<file path="src/rtl/xw_pkg.sv">
package xw_pkg;
    localparam int VA_W     = 48;
    localparam int DESC_W   = 64;
    localparam int CONT_BIT = 52;
    localparam int LVL_W    = 2;
    localparam int SH_W     = 6;

    typedef enum logic [1:0] {
        GR_4K   = 2'd0,
        GR_16K  = 2'd1,
        GR_64K  = 2'd2,
        GR_RSVD = 2'd3
    } gran_e;

    typedef enum logic [2:0] {
        ST_IDLE,
        ST_READ_REQ,
        ST_READ_WAIT,
        ST_DECODE,
        ST_DONE
    } state_e;

    // low bit of the VA slice that indexes a table at a level
    function automatic logic [SH_W-1:0] lvl_shift(gran_e g, logic [LVL_W-1:0] l);
        logic [SH_W-1:0] r;
        r = '0;
        unique case (g)
            GR_4K:  r = 6'(39 - 9 * int'(l));
            GR_16K: r = (l == 2'd0) ? 6'd47 : 6'(47 - 11 * int'(l));
            GR_64K: r = (l == 2'd0) ? 6'd0  : 6'(55 - 13 * int'(l));
            default: r = '0;
        endcase
        return r;
    endfunction

    // width of that slice
    function automatic logic [SH_W-1:0] lvl_width(gran_e g, logic [LVL_W-1:0] l);
        logic [SH_W-1:0] r;
        r = '0;
        unique case (g)
            GR_4K:  r = (l == 2'd0) ? 6'd9 : 6'd9;
            GR_16K: r = (l == 2'd0) ? 6'd1 : 6'd11;
            GR_64K: r = (l == 2'd0) ? 6'd0 : ((l == 2'd1) ? 6'd6 : 6'd13);
            default: r = '0;
        endcase
        return r;
    endfunction
endpackage

</file>
<file path="src/rtl/xw_start_lvl.sv">
module xw_start_lvl
    import xw_pkg::*;
(
    input  gran_e            gran,
    input  logic [5:0]       tsz,
    output logic [LVL_W-1:0] lvl,
    output logic             bad
);
    always_comb begin
        lvl = '0;
        bad = 1'b0;
        unique case (gran)
            GR_4K: begin
                if (tsz >= 6'd16 && tsz <= 6'd24)      lvl = 2'd0;
                else if (tsz >= 6'd25 && tsz <= 6'd33) lvl = 2'd1;
                else if (tsz >= 6'd34 && tsz <= 6'd39) lvl = 2'd2;
                else                                   bad = 1'b1;
            end
            GR_16K: begin
                if (tsz == 6'd16)                      lvl = 2'd0;
                else if (tsz >= 6'd17 && tsz <= 6'd27) lvl = 2'd1;
                else if (tsz >= 6'd28 && tsz <= 6'd38) lvl = 2'd2;
                else if (tsz == 6'd39)                 lvl = 2'd3;
                else                                   bad = 1'b1;
            end
            GR_64K: begin
                if (tsz >= 6'd12 && tsz <= 6'd21)      lvl = 2'd1;
                else if (tsz >= 6'd22 && tsz <= 6'd34) lvl = 2'd2;
                else if (tsz >= 6'd35 && tsz <= 6'd39) lvl = 2'd3;
                else                                   bad = 1'b1;
            end
            default: bad = 1'b1;
        endcase
    end
endmodule

</file>
<file path="src/rtl/xw_index.sv">
module xw_index
    import xw_pkg::*;
#(
    parameter int AW = VA_W
) (
    input  logic [AW-1:0]    va,
    input  gran_e            gran,
    input  logic [LVL_W-1:0] lvl,
    output logic [AW-1:0]    byte_off
);
    logic [SH_W-1:0] sh;
    logic [SH_W-1:0] wd;
    logic [AW-1:0]   slice;

    always_comb begin
        sh       = lvl_shift(gran, lvl);
        wd       = lvl_width(gran, lvl);
        slice    = (va >> sh) & ~({AW{1'b1}} << wd);
        byte_off = slice << 3;
    end
endmodule

</file>
<file path="src/rtl/xw_desc_dec.sv">
module xw_desc_dec
    import xw_pkg::*;
#(
    parameter int AW = VA_W,
    parameter int DW = DESC_W
) (
    input  logic [DW-1:0]    desc,
    input  gran_e            gran,
    input  logic [LVL_W-1:0] lvl,
    input  logic             stage2,
    output logic             valid,
    output logic             leaf,
    output logic [AW-1:0]    next_tbl,
    output logic [SH_W-1:0]  mask_w,
    output logic             wr_ok
);
    logic [SH_W-1:0] gran_sh;
    logic            unused_hi;

    assign unused_hi = ^{desc[DW-1:CONT_BIT+1], desc[CONT_BIT-1:AW]};

    always_comb begin
        valid = desc[0] & ((lvl != 2'd3) | desc[1]);

        unique case (lvl)
            2'd0: leaf = 1'b0;
            2'd1: leaf = (gran == GR_4K) & ~desc[1];
            2'd2: leaf = ~desc[1];
            default: leaf = 1'b1;
        endcase

        gran_sh  = lvl_shift(gran, 2'd3);
        next_tbl = desc[AW-1:0] & ({AW{1'b1}} << gran_sh);

        mask_w = lvl_shift(gran, lvl);
        if (desc[CONT_BIT]) begin
            unique case (gran)
                GR_4K:   if (lvl == 2'd3) mask_w = 6'd16;
                GR_16K:  if (lvl == 2'd2) mask_w = 6'd30;
                         else if (lvl == 2'd3) mask_w = 6'd21;
                GR_64K:  if (lvl == 2'd3) mask_w = 6'd21;
                default: mask_w = mask_w;
            endcase
        end

        wr_ok = stage2 ? (desc[7:6] == 2'b11) : ~desc[7];
    end
endmodule

</file>
<file path="src/rtl/xlat_walker.sv">
module xlat_walker
    import xw_pkg::*;
#(
    parameter int ADDR_W = VA_W,
    parameter int DATA_W = DESC_W
) (
    input  logic              clk,
    input  logic              rst_n,
    input  logic              start_i,
    input  logic [ADDR_W-1:0] va_i,
    input  logic [ADDR_W-1:0] base_i,
    input  logic [1:0]        gran_i,
    input  logic [5:0]        tsz_i,
    input  logic              stage2_i,
    output logic              rd_req_o,
    output logic [ADDR_W-1:0] rd_addr_o,
    input  logic              rd_ack_i,
    input  logic [DATA_W-1:0] rd_data_i,
    input  logic              rd_err_i,
    output logic              done_o,
    output logic              fault_o,
    output logic [ADDR_W-1:0] pa_o,
    output logic [ADDR_W-1:0] pmask_o,
    output logic              wr_ok_o
);
    state_e            state_q, state_d;
    logic [ADDR_W-1:0] va_q, tbl_q, pa_q, pmask_q;
    logic [DATA_W-1:0] desc_q;
    gran_e             gran_q;
    logic [LVL_W-1:0]  lvl_q;
    logic              s2_q, err_q, fault_q, wr_q;

    logic [LVL_W-1:0]  first_lvl;
    logic              cfg_bad;
    logic [ADDR_W-1:0] off;
    logic              d_valid, d_leaf, d_wr;
    logic [ADDR_W-1:0] d_next;
    logic [SH_W-1:0]   d_mw;
    logic [ADDR_W-1:0] leaf_mask;

    xw_start_lvl u_start (
        .gran (gran_e'(gran_i)),
        .tsz  (tsz_i),
        .lvl  (first_lvl),
        .bad  (cfg_bad)
    );

    xw_index #(.AW(ADDR_W)) u_index (
        .va       (va_q),
        .gran     (gran_q),
        .lvl      (lvl_q),
        .byte_off (off)
    );

    xw_desc_dec #(.AW(ADDR_W), .DW(DATA_W)) u_dec (
        .desc     (desc_q),
        .gran     (gran_q),
        .lvl      (lvl_q),
        .stage2   (s2_q),
        .valid    (d_valid),
        .leaf     (d_leaf),
        .next_tbl (d_next),
        .mask_w   (d_mw),
        .wr_ok    (d_wr)
    );

    assign leaf_mask = {ADDR_W{1'b1}} << d_mw;

    // next-state logic
    always_comb begin
        state_d = state_q;
        unique case (state_q)
            ST_IDLE:      if (start_i) state_d = cfg_bad ? ST_DONE : ST_READ_REQ;
            ST_READ_REQ:  state_d = ST_READ_WAIT;
            ST_READ_WAIT: if (rd_ack_i) state_d = ST_DECODE;
            ST_DECODE:    state_d = (err_q || !d_valid || d_leaf) ? ST_DONE : ST_READ_REQ;
            ST_DONE:      state_d = ST_IDLE;
            default:      state_d = ST_IDLE;
        endcase
    end

    // state register
    always_ff @(posedge clk or negedge rst_n) begin
        if (!rst_n) state_q <= ST_IDLE;
        else        state_q <= state_d;
    end

    // walk context and results
    always_ff @(posedge clk or negedge rst_n) begin
        if (!rst_n) begin
            va_q    <= '0;
            tbl_q   <= '0;
            gran_q  <= GR_4K;
            lvl_q   <= '0;
            s2_q    <= 1'b0;
            desc_q  <= '0;
            err_q   <= 1'b0;
            fault_q <= 1'b0;
            pa_q    <= '0;
            pmask_q <= '0;
            wr_q    <= 1'b0;
        end else begin
            unique case (state_q)
                ST_IDLE: if (start_i) begin
                    va_q   <= va_i;
                    tbl_q  <= base_i;
                    gran_q <= gran_e'(gran_i);
                    lvl_q  <= first_lvl;
                    s2_q   <= stage2_i;
                    if (cfg_bad) begin
                        fault_q <= 1'b1;
                        pa_q    <= '0;
                        pmask_q <= '0;
                        wr_q    <= 1'b0;
                    end
                end
                ST_READ_WAIT: if (rd_ack_i) begin
                    desc_q <= rd_data_i;
                    err_q  <= rd_err_i;
                end
                ST_DECODE: begin
                    if (err_q || !d_valid) begin
                        fault_q <= 1'b1;
                        pa_q    <= '0;
                        pmask_q <= '0;
                        wr_q    <= 1'b0;
                    end else if (d_leaf) begin
                        fault_q <= 1'b0;
                        pa_q    <= (desc_q[ADDR_W-1:0] & leaf_mask) | (va_q & ~leaf_mask);
                        pmask_q <= leaf_mask;
                        wr_q    <= d_wr;
                    end else begin
                        tbl_q <= d_next;
                        lvl_q <= lvl_q + 2'd1;
                    end
                end
                default: ;
            endcase
        end
    end

    assign rd_req_o  = (state_q == ST_READ_REQ);
    assign rd_addr_o = tbl_q + off;
    assign done_o    = (state_q == ST_DONE);
    assign fault_o   = fault_q;
    assign pa_o      = pa_q;
    assign pmask_o   = pmask_q;
    assign wr_ok_o   = wr_q;
endmodule

</file>
<file path="config.mk">
export PLATFORM = sky130hd
export DESIGN_NAME = xlat_walker
export DESIGN_NICKNAME = d
export VERILOG_FILES = /design/src/rtl/xw_pkg.sv /design/src/rtl/xw_start_lvl.sv /design/src/rtl/xw_index.sv /design/src/rtl/xw_desc_dec.sv /design/src/rtl/xlat_walker.sv
export SDC_FILE = /design/constraint.sdc
export NUM_CORES = 1
export LEC_CHECK = 0
export ABC_CLOCK_PERIOD_IN_PS = 9340
export BUFFER_PORTS_ARGS = -buffer_cell sky130_fd_sc_hd__buf_2
export CORE_UTILIZATION = 60
export DETAILED_ROUTE_END_ITERATION = 8
export PLACE_DENSITY = 0.86
export SLEW_MARGIN = 10
export SYNTH_ARGS = -nofsm -noshare
export SYNTH_HDL_FRONTEND = slang
export SYNTH_SLANG_ARGS = --single-unit
export TNS_END_PERCENT = 10
</file>
<file path="constraint.sdc">
create_clock -name clk -period 9.34 [get_ports clk]
set_input_delay 1.868 -clock clk [delete_from_list [all_inputs] [get_ports clk]]
set_output_delay 1.868 -clock clk [all_outputs]
set_load 0.005 [all_outputs]
</file>
# Yosys cells after proc, flatten, opt, wreduce, memory -nomap -nowiden
# Index checks and enable logic that the tools add are counted.
# Widths: inputs -> output; s select.
[word_totals]
inputBits = 174
word_cells = 161
regBits = 256
output_inout_bits = 148
[classes]
addsub = 5
mul = 3
n_lt_le_gt_ge = 15
muxes = 68
shift = 4
n_eq_ne = 21
reduce_logical = 21
n_bitwise = 12
[ops]
columns = ["op", "count"]
rows = [
  ["$mux 48", 9],
  ["$pmux 48 s2", 3],
  ["$and 48x48->48", 3],
  ["$pmux 6 s3", 3],
  ["$add 48x48->48", 1],
  ["$not 48->48", 1],
  ["$or 48x48->48", 1],
  ["$shl 48x5->48 const A", 1],
  ["$shl 48x6->45 const A", 1],
  ["$shl 48x6->48 const A", 1],
  ["$shr 48x6->45", 1],
  ["$and 45x45->45", 1],
  ["$not 45->45", 1],
  ["$mux 6", 7],
  ["$ge 6x5->1 const B", 5],
  ["$mux 2", 13],
  ["$le 6x6->1 const B", 4],
  ["$mux 1", 19],
  ["$le 6x5->1 const B", 3],
  ["$mul 4x2->6 const A", 3],
  ["$pmux 5 s3", 1],
  ["$ge 6x6->1 const B", 2],
  ["$mux 3", 4],
  ["$ne 2x2->1 const B", 6],
  ["29 further kinds", 55],
]

# Longest topological paths before layout
[depth]
depth_word = 15
depth_mapped = 24
mapped_depth_nobuf = 18

# Modules after synthesis
# Synthesis repeated with hierarchy kept, for this count alone.
[unflattened]
hier_cells = 1968
area_unflattened_um2 = 18004.8
[by_module_without_submodules]
columns = ["module", "n_inst", "seq_area_each_um2", "area_per_inst_um2", "cells_each"]
rows = [
  ["xlat_walker", 1, 6681.4, 13855.8, 1382],
  ["xw_index", 1, 0.0, 3072.9, 432],
  ["xw_desc_dec", 1, 0.0, 834.6, 121],
  ["xw_start_lvl", 1, 0.0, 241.5, 33],
]

# Least setup slack after synthesis
# No wires, ideal clock.
[synth_timing]
path_type = "register to output"
start = "register lvl_q[0]"
end = "output port rd_addr_o[25]"
required_ns = 7.472
arrival_time_ns = 4.797
path_stages_with_launch = 23
n_path_buf = 5
slack_ns = 2.675
path_cell_list = "dfrtp_1 buf_2 inv_2 ha_1 and2_1 buf_4 o31a_1 buf_4 buf_6 mux2i_1 mux4_2 o22ai_1 o22ai_1 a211oi_1 fa_1 a21o_1 a21oi_1 o211ai_1 nand4_1 a31oi_1 clkbuf_1 nand4_1 xnor2_1"
[synth_via]
elab_chain_cells = 8
elab_cells_between_ends = 20
classes_between = "4 x add/sub; 3 x mul; 1 x eq/ne; 2 x shift; 7 x mux; 2 x bitwise; 1 x reduce/logical"
[synth_lines]
columns = ["item", "line", "source"]
rows = [
  ["start: declaration", "xlat_walker.sv:30", "logic [LVL_W-1:0] lvl_q;"],
  ["start signal: assignment", "xlat_walker.sv:108", "lvl_q <= first_lvl;"],
  ["start signal: assignment", "xlat_walker.sv:134", "lvl_q <= lvl_q + 2'd1;"],
  ["branches (longest 6 deep; another with $mul 4x2->6)", "n/a", ""],
  ["$and 45x45->45 *", "xw_index.sv:18", "slice = (va >> sh) & ~({AW{1'b1}} << wd);"],
  ["$add 48x48->48 *", "xlat_walker.sv:143", "assign rd_addr_o = tbl_q + off;"],
  ["end: declaration", "xlat_walker.sv:16", "output logic [ADDR_W-1:0] rd_addr_o,"],
]
# Every way passes the cells marked *.

# Worst setup path in the final report
[layout_timing]
start = "register gran_q[0]"
end = "output port rd_addr_o[24]"
[layout_via]
elab_chain_cells = 6
elab_cells_between_ends = 10
classes_between = "1 x add/sub; 2 x eq/ne; 2 x shift; 2 x mux; 2 x bitwise; 1 x reduce/logical"
[layout_lines]
columns = ["item", "line", "source"]
rows = [
  ["start: declaration", "xlat_walker.sv:29", "gran_e gran_q;"],
  ["start signal: assignment", "xlat_walker.sv:107", "gran_q <= gran_e'(gran_i);"],
  ["$eq 2x2->1 (tied with other cells)", "xw_pkg.sv:27, xw_pkg.sv:40", ""],
  ["$pmux 6 s3", "xw_pkg.sv:40", "unique case (g)"],
  ["$shl 48x6->45", "xw_index.sv:18", ""],
  ["$not 45->45", "xw_index.sv:18", ""],
  ["$and 45x45->45 *", "xw_index.sv:18", ""],
  ["$add 48x48->48 *", "xlat_walker.sv:143", ""],
]
# Mark *: on every way between the ends. The rest lies on a longest branch, timed or not.

==> summary.md <==
| Metric | Value |
|---|---|
| Number of global-route vias before repair | `14,500` |
| Post-synthesis sequential area ratio | `40.3%` |
| Setup WS pre-CTS | `1040 ps` |
| Max FO, Critical Path | `24` |
| DRT Wirelength | `56.6 mm` |
| Final Non-Filler Cells | `2,258` |
| Routability cong. | `0.986` |
| First-pass GRT wire length | `84.8 mm` |
| Residual DRC count | `0` |
| Final setup TNS | `0 ps` |
| CP endpoint kind | `output pin` |
| Slew Limit Fails | `0` |
| Initial DRC count | `2,061` |
| Mapped Nets | `1,858` |
| Most frequent cells in the layout | `buf_2, dfrtp_1, nand2_1` |
| IO buf count | `306` |
| Total track usage | `41.9%` |
| Main combinational cell family by area after synthesis | `compound AO/OA/AOI/OAI gates` |
| Post-Route Skew | `8.18 ps` |
| Via density | `6.79` |
| Post-route setup slack | `468 ps` |
| Number of flops mapped to enable cells by yosys | `0` |
| Syn Std Cell Area | `15,700 um^2` |
| Post-DP HPWL | `41.9 mm` |
| Dpl cells | `2,204` |
| Synth Area in Compound Gates | `21.6%` |
| # setup viols final | `0` |
| CP startpoint kind | `flop` |
| Number of I/O pins | `322` |
| Synth Area in Simple Gates | `14.2%` |
| Clock Pin Slew Worst Setup and Hold Paths | `60 ps` |
| Die span in y | `164 um` |
| Share of layout cells above drive strength 1 | `27.8%` |
| GRT overflow | `0` |
| FFs w/ async S/R, synth | `100%` |
| Horiz. Die Dim | `164 um` |
| Commonest non-fill, non-tap cell in the layout | `buf_2` |
| Fin. Hold Viols | `0` |
| Synth warnings | `0` |
| CTS tree | `built` |
| RSZ-0062 raised after global routing | `false` |
| Synthesized area per cell | `9.46 um^2` |
| Max Cap Viol | `0` |
| CTS root buf | `clkbuf_16` |
| Fmax | `113 MHz` |
| Final Util | `71.5%` |
| Ys flop type | `dfrtp_1` |
| Worst rel slew slack | `18.6%` |
| Post-CTS Setup Bufs | `0` |
| TritonRoute pass-1 iters | `8` |
| Total CTS buffers | `27` |
| Worst min-delay path class | `flop to flop` |
| Yosys cell types | `93` |
| Outcome | `complete, no violations` |
| R2R setup slack | `5170 ps` |
| Via Count | `15,300` |
| CTS Hold Bufs | `0` |
| Crit Path Class | `flop to output pin` |
| Clock Latency Late Sink | `550 ps` |
| Worst EP required | `7470 ps` |
| Worst slew pin tran | `1210 ps` |
| Synthesized flop and latch total | `252` |
| Pin count of the biggest net entering global routing | `131` |
| CP arrival | `7000 ps` |
| Die area | `26,800 um^2` |
| Row Count | `58` |
| Antenna violations before repair | `5` |
| Clock buffer depth | `3` |
| Post-CTS sizing | `0` |
| Min Clock Period, post-route | `8870 ps` |
| # nets final | `2,106` |
| Initial core utilization | `61.7%` |
| Syn Inst Count | `1,655` |
| Htree depth | `1` |
| Post-synthesis mux area share | `14.8%` |
| Post-Synth XOR/XNOR Area | `2.40%` |
| Crit share post-route | `95.0%` |
| CTS sink count | `252` |
| Drt wl/cell | `25.0 um` |
| Core area | `25,400 um^2` |
| Adder-Cell Fraction of Synth Area | `2.36%` |
| Detail Route Antenna Nets | `0` |
| Area grow syn2layout | `15.9%` |
==> final timing paths <==
path / startpoint / endpoint / depth (start not counted)
max in group asynchronous: rst_n / tbl_q[10]$_DFFE_PN0P_ / 2
max: gran_q[0]$_DFFE_PN0P_ / rd_addr_o[24] / 18
max reg2reg: lvl_q[0]$_DFFE_PN0P_ / pa_o[20]$_DFFE_PN0P_ / 9
min reg2reg: pa_o[43]$_DFFE_PN0P_ / pa_o[43]$_DFFE_PN0P_ / 2
min: pa_o[43]$_DFFE_PN0P_ / pa_o[43]$_DFFE_PN0P_ / 2
min in group asynchronous: rst_n / desc_q[36]$_DFFE_PN0P_ / 1
==> flip-flops by register name (all words and copies together), names as in the netlist, 2 cells and up <==
register  flops
va_q         48
tbl_q        48
gran_q        2
desc_q       49
state_q       3
lvl_q         2
pa_o         48
pmask_o      48
==> layer usage <==
layer	global-route usage, %	vias up	wire length (um)
met5	0	-	0
met4	24.8	0	3860
met3	7.57	234	5880
met2	67.1	1066	25800
met1	53.1	7429	21000
li1	-	6605	-
==> final cells by class <==
class | count | area, um^2
sequential | 252 | 6310
timing repair buffer | 338 | 1780
multi-input combinational | 1260 | 8690
clock buffer | 37 | 743
inverter | 24 | 90.1
tap | 330 | 413
clock inverter | 13 | 115
fill | 1926 | 7250
antenna | 4 | 10.0
==> synthesized netlist by cell type (36+ instances only) <==
cell,instances,area [um^2]
dfrtp_1,252,6310
nand2_1,230,863
xnor2_1,36,315
a22oi_1,43,323
a21oi_1,83,415
nand3_1,56,280
mux2i_1,96,961
mux2_2,101,1140
clkbuf_1,65,244
nor2_1,101,379
o21ai_0,97,485
a31oi_1,51,319
==> critical path, cell delays in order, from the launching register on <==
cell and delay (ps):
dfrtp_1 420, inv_1 140, ha_1 720, o21bai_1 190, o22ai_2 560, buf_4 440, mux2_2 430, a221oi_1 720
nand2_1 110, a41oi_1 250, o21ai_1 130, ha_1 330, a21o_1 210, a211oi_1 390, nor3_1 150, o31ai_1 710
a211oi_1 220, xor2_1 180, buf_2 140
==> stage by stage <==
| step | hold slack, ps | cell area, um^2 |
|---|---|---|
| floorplan | 470 | 15700 |
| global placement | 457 | 17300 |
| detailed placement | 465 | 17300 |
| CTS | 478 | 18100 |
| global route | 494 | 18100 |
| finish | 475 | 18200 |
==> kinds of logic (layout without fill, tap and decap cells) <==
group,Yosys count,in the layout
fa+ha+maj,29,29
flops,252,252
other cells,0,4
simple gates,490,490
compound gates,491,491
xor+xnor,43,43
buf+inv,143,412
mux,207,207
Power is not shown: default switching activity piles up to over one toggle a cycle in this logic, so the estimate is an artifact.
